$ cat src/rtl/srot_pkg.sv
package srot_pkg;

    typedef enum logic [2:0] {
        OP_RLC = 3'd0,
        OP_RRC = 3'd1,
        OP_RL  = 3'd2,
        OP_RR  = 3'd3,
        OP_SLA = 3'd4,
        OP_SRA = 3'd5,
        OP_SLL = 3'd6,
        OP_SRL = 3'd7
    } rot_op_e;

    localparam int FLG_C = 0;
    localparam int FLG_N = 1;
    localparam int FLG_P = 2;
    localparam int FLG_X = 3;
    localparam int FLG_H = 4;
    localparam int FLG_Y = 5;
    localparam int FLG_Z = 6;
    localparam int FLG_S = 7;
    localparam int FLG_W = 8;

endpackage

$ cat src/rtl/srot_shifter.sv
module srot_shifter
    import srot_pkg::*;
#(
    parameter int DATA_W = 8
) (
    input  logic [2:0]        op_i,
    input  logic [DATA_W-1:0] val_i,
    input  logic              cin_i,
    output logic [DATA_W-1:0] res_o,
    output logic              cout_o
);

    localparam int MSB = DATA_W - 1;

    logic to_left;
    logic fill_bit;

    always_comb begin
        to_left = ~op_i[0];
        unique case (rot_op_e'(op_i))
            OP_RLC:  fill_bit = val_i[MSB];
            OP_RRC:  fill_bit = val_i[0];
            OP_RL:   fill_bit = cin_i;
            OP_RR:   fill_bit = cin_i;
            OP_SLA:  fill_bit = 1'b0;
            OP_SRA:  fill_bit = val_i[MSB];
            OP_SLL:  fill_bit = 1'b1;
            OP_SRL:  fill_bit = 1'b0;
            default: fill_bit = 1'b0;
        endcase
        if (to_left) begin
            res_o  = {val_i[MSB-1:0], fill_bit};
            cout_o = val_i[MSB];
        end else begin
            res_o  = {fill_bit, val_i[MSB:1]};
            cout_o = val_i[0];
        end
    end

endmodule

$ cat src/rtl/srot_flagger.sv
module srot_flagger
    import srot_pkg::*;
#(
    parameter int DATA_W = 8
) (
    input  logic [DATA_W-1:0] res_i,
    input  logic              cout_i,
    input  logic              fast_i,
    input  logic [FLG_W-1:0]  flg_i,
    output logic [FLG_W-1:0]  flg_o
);

    logic [FLG_W-1:0] from_res;
    logic             par_even;

    always_comb begin
        par_even        = ~(^res_i);
        from_res        = '0;
        from_res[FLG_S] = res_i[DATA_W-1];
        from_res[FLG_Z] = (res_i == '0);
        from_res[FLG_Y] = res_i[5];
        from_res[FLG_X] = res_i[3];
        from_res[FLG_P] = par_even;

        flg_o = fast_i ? flg_i : from_res;
        flg_o[FLG_C] = cout_i;
        flg_o[FLG_H] = 1'b0;
        flg_o[FLG_N] = 1'b0;
    end

endmodule

$ cat src/rtl/shift_rotate_unit.sv
module shift_rotate_unit
    import srot_pkg::*;
#(
    parameter int DATA_W   = 8,
    parameter int LAT_FAST = 4,
    parameter int LAT_FULL = 8
) (
    input  logic              clk,
    input  logic              rst_n,
    input  logic              start,
    input  logic [2:0]        op,
    input  logic              fast,
    input  logic [DATA_W-1:0] operand,
    input  logic [FLG_W-1:0]  flags_in,
    output logic [DATA_W-1:0] result,
    output logic [FLG_W-1:0]  flags_out,
    output logic              done
);

    localparam int LAT_MAX = (LAT_FULL > LAT_FAST) ? LAT_FULL : LAT_FAST;
    localparam int CNT_W   = $clog2(LAT_MAX + 1);
    localparam logic [CNT_W-1:0] LOAD_FAST = CNT_W'(LAT_FAST - 1);
    localparam logic [CNT_W-1:0] LOAD_FULL = CNT_W'(LAT_FULL - 1);

    typedef struct packed {
        logic              busy;
        logic [CNT_W-1:0]  cnt;
        logic [2:0]        op;
        logic              fast;
        logic [DATA_W-1:0] opnd;
        logic [FLG_W-1:0]  flg;
        logic [DATA_W-1:0] res;
        logic [FLG_W-1:0]  fout;
        logic              done;
    } srot_state_t;

    srot_state_t st_d, st_q;

    logic [DATA_W-1:0] sh_res;
    logic              sh_cout;
    logic [FLG_W-1:0]  fl_new;

    logic              busy_lat;
    logic [2:0]        op_lat;
    logic              fast_lat;
    logic [DATA_W-1:0] opnd_lat;
    logic [FLG_W-1:0]  flg_lat;

    srot_shifter #(.DATA_W(DATA_W)) u_shifter (
        .op_i   (st_q.op),
        .val_i  (st_q.opnd),
        .cin_i  (st_q.flg[FLG_C]),
        .res_o  (sh_res),
        .cout_o (sh_cout)
    );

    srot_flagger #(.DATA_W(DATA_W)) u_flagger (
        .res_i  (sh_res),
        .cout_i (sh_cout),
        .fast_i (st_q.fast),
        .flg_i  (st_q.flg),
        .flg_o  (fl_new)
    );

    always_comb begin
        st_d      = st_q;
        st_d.done = 1'b0;
        if (st_q.busy) begin
            if (st_q.cnt == '0) begin
                st_d.busy = 1'b0;
                st_d.done = 1'b1;
                st_d.res  = sh_res;
                st_d.fout = fl_new;
            end else begin
                st_d.cnt = st_q.cnt - 1'b1;
            end
        end else if (start) begin
            st_d.busy = 1'b1;
            st_d.cnt  = fast ? LOAD_FAST : LOAD_FULL;
            st_d.op   = op;
            st_d.fast = fast;
            st_d.opnd = operand;
            st_d.flg  = flags_in;
        end
    end

    always_ff @(posedge clk or negedge rst_n) begin
        if (!rst_n) begin
            st_q <= '0;
        end else begin
            st_q <= st_d;
        end
    end

    assign result    = st_q.res;
    assign flags_out = st_q.fout;
    assign done      = st_q.done;

    assign busy_lat = st_q.busy;
    assign op_lat   = st_q.op;
    assign fast_lat = st_q.fast;
    assign opnd_lat = st_q.opnd;
    assign flg_lat  = st_q.flg;

endmodule

$ cat config.mk
export PLATFORM = sky130hd
export DESIGN_NAME = shift_rotate_unit
export DESIGN_NICKNAME = d
export VERILOG_FILES = /design/src/rtl/srot_pkg.sv /design/src/rtl/srot_shifter.sv /design/src/rtl/srot_flagger.sv /design/src/rtl/shift_rotate_unit.sv
export SDC_FILE = /design/constraint.sdc
export NUM_CORES = 1
export LEC_CHECK = 0
export ABC_AREA = 1
export BUFFER_PORTS_ARGS = -buffer_cell sky130_fd_sc_hd__buf_4
export CAP_MARGIN = 10
export CORE_MARGIN = 2
export CORE_UTILIZATION = 39
export DETAILED_ROUTE_END_ITERATION = 8
export PLACE_DENSITY = 0.67
export SETUP_SLACK_MARGIN = 0.02
export SLEW_MARGIN = 0
export SYNTH_ARGS = -nofsm -noshare
export SYNTH_HDL_FRONTEND = slang
export SYNTH_SLANG_ARGS = --single-unit
$ cat constraint.sdc
create_clock -name clk -period 1.9 [get_ports clk]
set_clock_uncertainty 0.05 [all_clocks]
set_input_delay 0.38 -clock clk [delete_from_list [all_inputs] [get_ports clk]]
set_output_delay 0.38 -clock clk [all_outputs]
set_load 0.02 [all_outputs]
Word-level counts from Yosys, hierarchy flattened
Cells that the tools add are included.
Cells by class
  $add $sub $neg: 1
  $mul: 0
  div/mod/pow operators: 0
  order comparisons: 0
  eq/ne operators: 8
  shift-type cells: 0
  muxes and demuxes: 11
  bitwise logic cells: 2
  reduce and logical (&&, ||, !) cells: 11
Operators by type and width (count)
  25-bit two-way mux: 1
  8-bit two-way mux: 2
  3-bit equality test (second input constant): 4
  8-bit logical NOT: 1
  8-bit parity: 1
  3-bit by 2-bit equality test with 1-bit output (second input constant): 2
  2-bit AND reduction: 3
  2-bit OR reduction: 3
  5-bit two-way mux: 1
  1-bit one-hot mux with 5 select lines: 1
  4-bit logical NOT: 1
  1-bit two-way mux: 4
  4-bit two-way mux: 1
  4-bit by 1-bit subtractor with 4-bit output (second input constant): 1
  3-bit by 1-bit equality test with 1-bit output (second input constant): 1
  3-bit logical NOT: 1
  3-bit two-way mux: 1
  2-bit != test (second input constant): 1
  1-bit NOT: 2
  2-bit nonzero test: 1
Storage, ports and cells
  register bits: 40
  latch bits: 0
  bits in writable memories: 0
  bits in read-only memories: 0
  output and inout port bits: 17
  logic and storage cells: 42
  memories: 0

Logic depth before layout (Yosys ltp)
Gate-level depths: netlist (run 1).
  depth in word-level cells: 7
  gate-level depth with buffers: 12
  depth with buffers taken out: 12

Cells and area by module
A second synthesis (run 1) with hierarchy kept.
Unflattened totals
  cells, all modules: 295
  area total of the unflattened synthesis: 2257.2 um2
Modules (own cells, without submodules)
  shift_rotate_unit: instances 1, cells each 212, area an instance 1859.3 um2, seq. area each 1051.0 um2
  srot_flagger: instances 1, cells each 46, area an instance 240.2 um2, seq. area each 0.0 um2
  srot_shifter: instances 1, cells each 37, area an instance 157.7 um2, seq. area each 0.0 um2

Worst setup path after synthesis (run 1)
Ideal clock, no wire load.
  kind: reg-to-reg
  start point: register st_q (netlist bit op_lat[0])
  end point: register st_q (netlist bit flags_out[2])
  arrival time: 1516 ps
  slack: 211 ps
  stages on the path, launching flop included: 12
  path buffers: 1
  period minus slack after synthesis: 1689 ps
  cells stage by stage: dfrtp_1 > buf_6 > nand2_1 > nand3_2 > nand3_1 > nand2_1 > ha_1 > xor2_1 > nand2_1 > nand2_1 > nor2_1 > o21ai_1
Between the ends
  longest elaborated chain between the ends: 7
  elaborated cells between the ends (all ways): 16
  those cells by class: eq/ne (7); mux (3); bitwise (1); reduce/logical (5)
Ends and longest elaborated chain
  start: declaration: RTL line shift_rotate_unit.sv:37  | srot_state_t st_d, st_q;
  start signal: assignment: RTL line shift_rotate_unit.sv:91  | st_q <= st_d;
  3-bit equality test (tied with other cells): RTL line srot_shifter.sv:20  | unique case (rot_op_e'(op_i))
  2-bit OR reduction (no line)
  1-bit one-hot mux with 5 select lines: RTL line srot_shifter.sv:20
  8-bit two-way mux (*): RTL line srot_shifter.sv:31  | if (to_left) begin
  8-bit parity (*): RTL line srot_flagger.sv:17  | par_even = ~(^res_i);
  1-bit NOT (*): RTL line srot_flagger.sv:17
  8-bit two-way mux (*): RTL line srot_flagger.sv:25  | flg_o = fast_i ? flg_i : from_res;
Mark *: on every way between the ends. The rest lies on a longest branch, timed or not.
A chain may end at the register's enable or synchronous reset.

Worst setup path after layout (run 1)
Ends and elaborated chain as after synthesis.

==> results of run 1 <==
## Yosys cell counts
cell type	number	area (µm²)
ha_1	6	75.07
or2_1	2	12.51
a21oi_1	5	25.02
conb_1	1	3.750
o21a_1	2	15.01
a31oi_1	1	6.260
nand2_1	66	247.7
nand3_1	4	20.02
inv_2	5	18.77
o22ai_1	1	6.260
buf_6	3	33.78
buf_2	3	15.01
nand3_2	4	40.04
nor2_1	5	18.77
nand4_1	1	6.260
inv_1	10	37.54
nand2_2	6	37.54
o21ai_1	7	35.03
xor2_1	4	35.03
nand2_4	1	11.26
o221ai_1	1	8.760
o21ai_2	9	78.83
o21ai_0	12	60.06
buf_4	16	120.1
nor2_4	1	11.26
dfrtp_1	38	950.9
## timing repair
| item | in CTS | in global routing |
|---|---|---|
| gates resized for setup | 0 | 9 |
| setup endpoints to repair | 0 | 1 |
| setup buffers | 0 | 1 |
## worst paths after layout
kind                            slack (ns)      endpoint  cells past startpoint
min in group clk                      0.23    flg_lat[3]                      3
worst max-delay path                  0.11  flags_out[2]                      9
worst min-delay path                 0.006     op_lat[1]                      1
worst max register to register        0.11  flags_out[2]                      9
worst min register to register        0.42    flg_lat[2]                      2
max in group asynchronous             1.44     op_lat[0]                      1
## cell families (layout without fill, tap and decap cells)
group	Yosys count	in the layout	synth area share [%]
flip-flops	38	38	49.25
adder cells (fa/ha/maj)	6	6	3.888
AO/OA/AOI/OAI	38	38	12.18
AND/OR/NAND/NOR	90	90	21.00
XOR/XNOR	4	4	1.814
other	1	2	0.1942
buffers and inverters	37	69	11.67
## state kept, by name (all words and copies together) (netlist names)
signal and cells:
fast_lat 1, opnd_lat 8, flags_out 6, st_q 4, result 8, done 1, busy_lat 1, op_lat 3
flg_lat 6
## routing by layer
metal | GRT usage [%] | routed length [µm]
met5 | 0 | 0
met4 | 3.571 | 36
met3 | 4.336 | 180
met2 | 22.52 | 1585
met1 | 18.80 | 1696
## critical path, cell delays in order (launching register included)
cell,delay (ns)
dfrtp_2,0.45
inv_4,0.07
buf_4,0.15
o21ai_2,0.16
ha_1,0.32
xor2_4,0.21
nand2_1,0.06
nand2_1,0.05
nor2_1,0.10
o21ai_1,0.07
## report_power, final
part / internal, mW / switching (mW) / total, mW
clock: 0.292 / 0.265 / 0.558
sequential: 1.19 / 0.243 / 1.43
combinational: 1.13 / 1.38 / 2.51
total: 2.61 / 1.89 / 4.51
## area by class of cell
class                   instances  area [µm²]  share of cell area, %
multi-input cells             140       792.0                  34.03
flip-flops and latches         38       952.2                  40.91
clock inverters                 1       5.005                 0.2151
well taps                      67       83.83                  3.602
repair buffers                 46       349.1                  15.00
clock buffers                   7       86.33                  3.710
inverters                      15       58.81                  2.527
==> impl_metrics.json, run 1 <==
{
  "status": "finished clean",
  "vias_per_cell": 4.490,
  "syn_inst": 214,
  "postPlaceCellArea_um2": 2187,
  "cts_tree": "done",
  "place.gp.congestion": 0.7385,
  "die_area_um2": 5529,
  "drv_slew": 0,
  "fin_util_pct": 48.95,
  "antenna_found_initial": 0,
  "crit_start": "op_lat[0]",
  "grt_pass1_vias": 1394,
  "syn_to_final_growth_pct": 20.54,
  "timing.setup.tns_ns": 0,
  "critical_path_class": "reg2reg",
  "crit_arrival_ns": 1.92,
  "dr.pass1.iters": 4,
  "vias": 1410,
  "port_buffers": 35,
  "cp.required_ns": 2.03,
  "hold_viol_final": 0,
  "rows": 25,
  "max_freq_mhz": 557.4,
  "num-nets-final": 275,
  "htreeDepth": 2,
  "num_antenna_cells": 0,
  "drtIter0Drc": 58,
  "dieWidth_um": 74.36,
  "clkTransAtPathRegs_ns": 0.07,
  "grt_pass1_wl_um": 6030,
  "start_util_pct": 40.61,
  "numCtsBuffers": 5,
  "yosysWarningCount": 0,
  "fp.dieH_um": 74.36,
  "drc": 0,
  "place_inst": 305,
  "fin_crit_ns": 1.794,
  "min_period_over_period_pct": 94.43,
  "dp_slack_ns": 0.06849,
  "ys_ff_latch": 38,
  "grt-ovfl-total": 0,
  "clk_latency_ns": 0.29,
  "design_area_um2": 2327,
  "worstReg2RegStart": "op_lat[0]",
  "final_cell_mix": "nand2_1, buf_4, dfrtp_1",
  "cts.sinks": 38,
  "path_max_fanout": 6,
  "fin_ws_ns": 0.1058,
  "hpwl_um": 2567,
  "grt_max_degree": 39,
  "drv_cap": 0,
  "io_pins": 40,
  "coreArea_um2": 4755,
  "start_kind": "flop",
  "grtUsageTotal_pct": 14.11,
  "ys_seq_area_share_pct": 49.25,
  "synth_area_um2": 1931,
  "rsz0062_at_grt": "true",
  "timing.hold.ws_ns": 0.005672,
  "syn_area_per_cell_um2": 9.022,
  "p_per_area_nw_per_um2": 1936,
  "wl_um": 3498,
  "stdcell_count": 314,
  "final_common_cell": "nand2_1",
  "layout-drive-gt1-share_pct": 33.60,
  "drt.antenna.violating_nets": 0,
  "critPathCaptureType": "flop",
  "power_leakage_nw": 1.176,
  "setup_viol": 0,
  "fillers": 472,
  "clk_path_buf_depth": 2,
  "cts_hold_buf": 0,
  "netlist-cell-type-count": 26,
  "irDropWorstVdd_mv": 0.7366,
  "hp-class": "in2async",
  "post_drt_wl_per_cell_um": 11.14,
  "power_mw": 4.505,
  "cts_root_buffer": "clkbuf_8"
}
No activity file was read; power rests on OpenSTA's default activity.
==> run 2, diff against run 1 <==
--- a/config.mk
+++ b/config.mk
@@ -8,10 +8,12 @@
 export ABC_AREA = 1
 export BUFFER_PORTS_ARGS = -buffer_cell sky130_fd_sc_hd__buf_4
 export CAP_MARGIN = 10
+export CELL_PAD_IN_SITES_DETAIL_PLACEMENT = 0
+export CELL_PAD_IN_SITES_GLOBAL_PLACEMENT = 2
 export CORE_MARGIN = 2
-export CORE_UTILIZATION = 39
+export CORE_UTILIZATION = 32
 export DETAILED_ROUTE_END_ITERATION = 8
-export PLACE_DENSITY = 0.67
+export PLACE_DENSITY = 0.85
 export SETUP_SLACK_MARGIN = 0.02
 export SLEW_MARGIN = 0
 export SYNTH_ARGS = -nofsm -noshare
==> constraint.sdc (replaced) <==
create_clock -name clk -period 1.77 [get_ports clk]
set_clock_uncertainty 0.05 [all_clocks]
set_input_delay 0.354 -clock clk [delete_from_list [all_inputs] [get_ports clk]]
set_output_delay 0.354 -clock clk [all_outputs]
set_load 0.02 [all_outputs]
==> impl_metrics.json, run 2 (synthesized netlist as in run 1, its figures left out) <==
{
  "vias_per_cell": 4.391,
  "cts_tree": "done",
  "fin_crit_ns": 1.763,
  "grt_pass1_wl_um": 6430,
  "critPathCaptureType": "flop",
  "rows": 28,
  "clkTransAtPathRegs_ns": 0.07,
  "place.gp.congestion": 0.7923,
  "dr.pass1.iters": 6,
  "num-nets-final": 288,
  "grt-ovfl-total": 0,
  "hpwl_um": 2684,
  "cp_common_cell": "nand2_2",
  "clk_latency_ns": 0.29,
  "power_leakage_nw": 1.241,
  "start_kind": "flop",
  "start_util_pct": 32.80,
  "drt.antenna.violating_nets": 0,
  "die_area_um2": 6671,
  "post_drt_wl_per_cell_um": 11.58,
  "grt_max_degree": 39,
  "irDropWorstVdd_mv": 0.8234,
  "crit_arrival_ns": 1.93,
  "dieWidth_um": 81.68,
  "max_freq_mhz": 567.1,
  "numCtsBuffers": 5,
  "cp_slowest_cell": "dfrtp_2",
  "rsz0062_at_grt": "true",
  "hold_viol_final": 0,
  "fillers": 622,
  "p_per_area_nw_per_um2": 2100,
  "critPathMaxStageDelay_ns": 0.46,
  "grtUsageTotal_pct": 12.86,
  "setup_viol": 0,
  "io_pins": 40,
  "path_cells": "inv_4 -> nand2_2 -> nand3_2 -> nand2_2 -> nand3_2 -> nand2_2 -> ha_4 -> xor2_2 -> nand2_1 -> nand2_1 -> nor2_1 -> o21ai_1",
  "path_max_fanout": 7,
  "min_period_over_period_pct": 99.62,
  "fin_ws_ns": 0.006752,
  "dp_slack_ns": -0.02119,
  "syn_to_final_growth_pct": 27.67,
  "coreArea_um2": 5886,
  "drv_cap": 0,
  "cp.required_ns": 1.94,
  "final_common_cell": "nand2_1",
  "drc": 0,
  "wl_um": 3880,
  "num_antenna_cells": 0,
  "status": "finished clean",
  "cts.sinks": 38,
  "hp-class": "in2reg",
  "timing.setup.tns_ns": 0,
  "cts_root_buffer": "clkbuf_8",
  "drtIter0Drc": 78,
  "port_buffers": 35,
  "drv_slew": 0,
  "critical_path_class": "reg2reg",
  "antenna_found_initial": 0,
  "htreeDepth": 2,
  "final_cell_mix": "nand2_1, buf_4, dfrtp_1",
  "layout-drive-gt1-share_pct": 38.46,
  "fp.dieH_um": 81.68,
  "grt_pass1_vias": 1423,
  "clk_path_buf_depth": 2,
  "vias": 1471
}
-- run 2: area by class of cell --
type,instances,area [µm²],share of cell area [%]
tap,75,93.84,3.807
multi-input combinational,140,822.0,33.35
timing repair buffer,59,446.7,18.12
inverter,15,58.81,2.386
clock buffer,7,86.33,3.503
sequential,38,952.2,38.63
clock inverter,1,5.005,0.2030
-- run 2: worst max-delay path, delay by kind of cell (launching register included) --
kind                       cells  cell delay (ns)
DFF                            1             0.46
buffers and inverters          1             0.11
AOI/OAI and AO/OA              1             0.12
xor gates and xnor gates       1             0.17
and+or+nand+nor                8             0.50
adders and majority gates      1             0.28
-- run 2: what timing repair did --
item,4_1_cts,5_1_grt
gates cloned,1,0
resized for setup,9,5
pin swaps,8,10
buffers inserted,6,1
endpoints found under the setup margin,1,2
hold buffers,1,0
hold endpoints to repair,38,0
-- run 2: layer usage --
| metal | wire (µm) | part of all wire, % | track usage (%) |
|---|---|---|---|
| met5 | 0 | 0 | 0 |
| met1 | 1885 | 49 | 16.86 |
| met3 | 169 | 4.4 | 3.077 |
| met4 | 47 | 1.2 | 5.500 |
| met2 | 1777 | 46 | 20.33 |
-- run 2: metrics by stage --
stage | utilization [%] | instance area, µm² | hold slack [ns] | power (mW) | std cells
6_report | 41.88 | 2465 | 0.2072 | 5.175 | 335
5_1_grt | 41.88 | 2465 | 0.2104 | 5.614 | 335
4_1_cts | 41.07 | 2417 | 0.1992 | 4.906 | 334
3_5_place_dp | 37.97 | 2235 | 0.3019 | 4.036 | 318
3_3_place_gp | 37.97 | 2235 | 0.3050 | 4.002 | 318
2_1_floorplan | - | 1934 | 0.008409 | 3.393 | 215
-- run 2: power by group --
group	internal, mW	leakage [nW]	total [mW]	switching [mW]
sequential	1.28	0.470	1.55	0.268
clock	0.314	0.0482	0.607	0.293
combinational	1.43	0.723	3.02	1.59
-- run 2: path summary, 6_finish.rpt --
kind | start | to | slack, ns | depth (start not counted)
max | op_lat[0] | flags_out[2] | 0.007 | 12
min | flags_in[6] | flg_lat[6] | 0.21 | 3
max reg2reg | op_lat[0] | flags_out[2] | 0.007 | 12
min reg2reg | flg_lat[2] | flg_lat[2] | 0.43 | 2
max in group asynchronous | rst_n | op_lat[0] | 0.79 | 2
min in group asynchronous | rst_n | opnd_lat[1] | 0.52 | 2
==> run 3, diff against run 2 <==
--- a/config.mk
+++ b/config.mk
@@ -13,9 +13,10 @@
 export CORE_MARGIN = 2
 export CORE_UTILIZATION = 32
 export DETAILED_ROUTE_END_ITERATION = 8
-export PLACE_DENSITY = 0.85
+export PLACE_DENSITY = 0.87
 export SETUP_SLACK_MARGIN = 0.02
 export SLEW_MARGIN = 0
 export SYNTH_ARGS = -nofsm -noshare
 export SYNTH_HDL_FRONTEND = slang
+export SYNTH_HIERARCHICAL = 1
 export SYNTH_SLANG_ARGS = --single-unit
==> impl_metrics.json, run 3 <==
{
  "status": "finished with violations",
  "violations": "negative setup slack",
  "critical_path_class": "reg2reg",
  "p_sw_mw": 2.395,
  "worst_pin_slew_ns": 0.5151,
  "drc": 0,
  "final_cell_mix": "nand2_1, buf_4, dfrtp_1",
  "syn_area_per_cell_um2": 7.603,
  "final_common_cell": "nand2_1",
  "postPlaceCellArea_um2": 2494,
  "hp-class": "in2reg",
  "met2_wirelength_um": 2236,
  "syn_inst": 287,
  "path_max_fanout": 6,
  "num_antenna_cells": 0,
  "rsz0062_at_grt": "true",
  "start_kind": "flop",
  "top_layer": "met4",
  "place.gp.congestion": 0.7588,
  "cts_root_buffer": "clkbuf_8",
  "timing.hold.ws_ns": 0.2367,
  "synth_area_um2": 2182,
  "drtIter0Drc": 90,
  "drv_cap": 0,
  "setup_viol": 1,
  "post_drt_wl_per_cell_um": 11.30,
  "dr.pass1.iters": 4,
  "port_buffers": 37,
  "irDropWorstVdd_mv": 0.7667,
  "hold_viol_final": 0,
  "r2r_end": "flags_out[2]",
  "fillers": 727,
  "layout-drive-gt1-share_pct": 28.27,
  "p_sw_share_pct": 42.14,
  "stdcell_count": 409,
  "critPathMaxStageDelay_ns": 0.47,
  "vias": 1786,
  "antenna_found_initial": 0,
  "cts_tree": "done",
  "die_area_um2": 7495,
  "grt-ovfl-total": 0,
  "clk_latency_ns": 0.29,
  "p_per_area_nw_per_um2": 2080,
  "path_cells": "buf_6 -> buf_4 -> nand2_1 -> nand2_1 -> inv_1 -> ha_4 -> nand2_1 -> inv_1 -> nor2_1 -> nand2_1 -> nand3_1 -> nand2_1 -> nand2_1 -> nand2_1",
  "coreArea_um2": 6681,
  "drt.antenna.violating_nets": 0,
  "worstReg2RegStart": "op_lat[0]",
  "p_int_mw": 3.288,
  "reg2reg_depth": 14,
  "syn_to_final_growth_pct": 25.23,
  "drt-met1-wl_um": 2137,
  "holdPathEnd": "flg_lat[0]",
  "design_area_um2": 2733,
  "grt_pass1_vias": 1754,
  "clkTransAtPathRegs_ns": 0.08,
  "seqPwrFrac_pct": 29.1,
  "crit_arrival_ns": 1.99,
  "min_period_over_period_pct": 104.8,
  "cts.sinks": 40,
  "cp_common_cell": "nand2_1",
  "slew_headroom_pct": 65.66,
  "ff2ff_setup_slack_ns": -0.08,
  "clk_path_buf_depth": 2,
  "crit_family": "simple AND/OR/NAND/NOR gates",
  "vias_per_cell": 4.367,
  "wl_um": 4622,
  "max_freq_mhz": 539.3,
  "numCtsBuffers": 5,
  "cp.required_ns": 1.91,
  "start_util_pct": 32.66,
  "num-nets-final": 357,
  "holdPathStages": 3,
  "hpwl_um": 3135,
  "clkPwrFrac_pct": 12.9,
  "comb_power_share_pct": 58.0,
  "grt_max_degree": 41,
  "power_leakage_nw": 1.528,
  "wl_met3_um": 210,
  "fin_ws_ns": -0.08425,
  "rows": 30,
  "holdCritStartpoint": "flags_in[0]",
  "cp_slowest_cell": "dfrtp_2",
  "htreeDepth": 2,
  "grtUsageTotal_pct": 13.49,
  "yosysWarningCount": 6,
  "critPathCaptureType": "flop",
  "drv_slew": 0,
  "path_buf_inv": 4,
  "grt_pass1_wl_um": 7955,
  "place_inst": 395,
  "fin_crit_ns": 1.854,
  "io_pins": 40,
  "fp.dieH_um": 86.58,
  "dieWidth_um": 86.58
}
-- run 3: worst reg2reg max path, cell delays in order, from the launching register on --
cell and delay [ns]:
dfrtp_2 0.47, buf_6 0.15, buf_4 0.13, nand2_1 0.06
nand2_1 0.07, inv_1 0.12, ha_4 0.22, nand2_1 0.07
inv_1 0.04, nor2_1 0.08, nand2_1 0.06, nand3_1 0.08
nand2_1 0.05, nand2_1 0.06, nand2_1 0.04
-- run 3: through the flow --
stage | utilization, % | total power [mW] | TNS (ns) | worst slack, ns
2_1_floorplan | - | 3.777 | 0 | 0.02056
3_3_place_gp | 37.32 | 4.436 | -0.2111 | -0.2111
3_5_place_dp | 37.32 | 4.492 | -0.2569 | -0.2466
4_1_cts | 40.52 | 5.616 | -0.04104 | -0.04104
5_1_grt | 40.90 | 6.270 | -0.2142 | -0.2142
6_report | 40.90 | 5.683 | -0.08425 | -0.08425
-- run 3: worst max-delay path by stage --
stage | start | cells after the start | slack, ns | endpoint
after global placement | op_lat[0] | 15 | -0.21 | flags_out[2]
after CTS | op_lat[0] | 15 | -0.04 | flags_out[2]
after global routing | op_lat[0] | 15 | -0.21 | flags_out[2]
after detailed placement | op_lat[0] | 15 | -0.25 | flags_out[2]
final | op_lat[0] | 14 | -0.08 | flags_out[2]
after floorplan | op_lat[0] | 15 | 0.02 | flags_out[2]
-- run 3: metal layers --
metal	vias up	GRT usage, %
met5	-	0
met4	0	4.261
met3	5	3.524
met2	32	21.89
met1	810	17.66
li1	939	-
-- run 3: area by class of cell --
class | instances | area (µm²) | share of cell area [%]
Sequential cell | 40 | 1002 | 36.68
Inverter | 26 | 102.6 | 3.755
Timing Repair Buffer | 62 | 471.7 | 17.26
Multi-Input combinational cell | 193 | 948.4 | 34.71
Tap cell | 80 | 100.1 | 3.663
Clock inverter | 2 | 35.03 | 1.282
Clock buffer | 6 | 72.57 | 2.656
-- run 3: power by group through the flow --
| stage | Clock, mW | Sequential (mW) | Combinational, mW |
|---|---|---|---|
| 2_1_floorplan | 0 | 1.57 | 2.21 |
| 3_3_place_gp | 0 | 1.66 | 2.77 |
| 3_5_place_dp | 0 | 1.67 | 2.82 |
| 4_1_cts | 0.766 | 1.65 | 3.20 |
| 5_1_grt | 0.803 | 1.72 | 3.75 |
| 6_report | 0.735 | 1.65 | 3.29 |
-- run 3: what timing repair did --
action / in CTS / in global routing
endpoints found under the setup margin: 2 / 2
hold endpoints to repair: 12 / 0
hold buffers: 1 / 0
setup buffers: 4 / 1
resized for setup: 17 / 7
pin swaps: 5 / 6
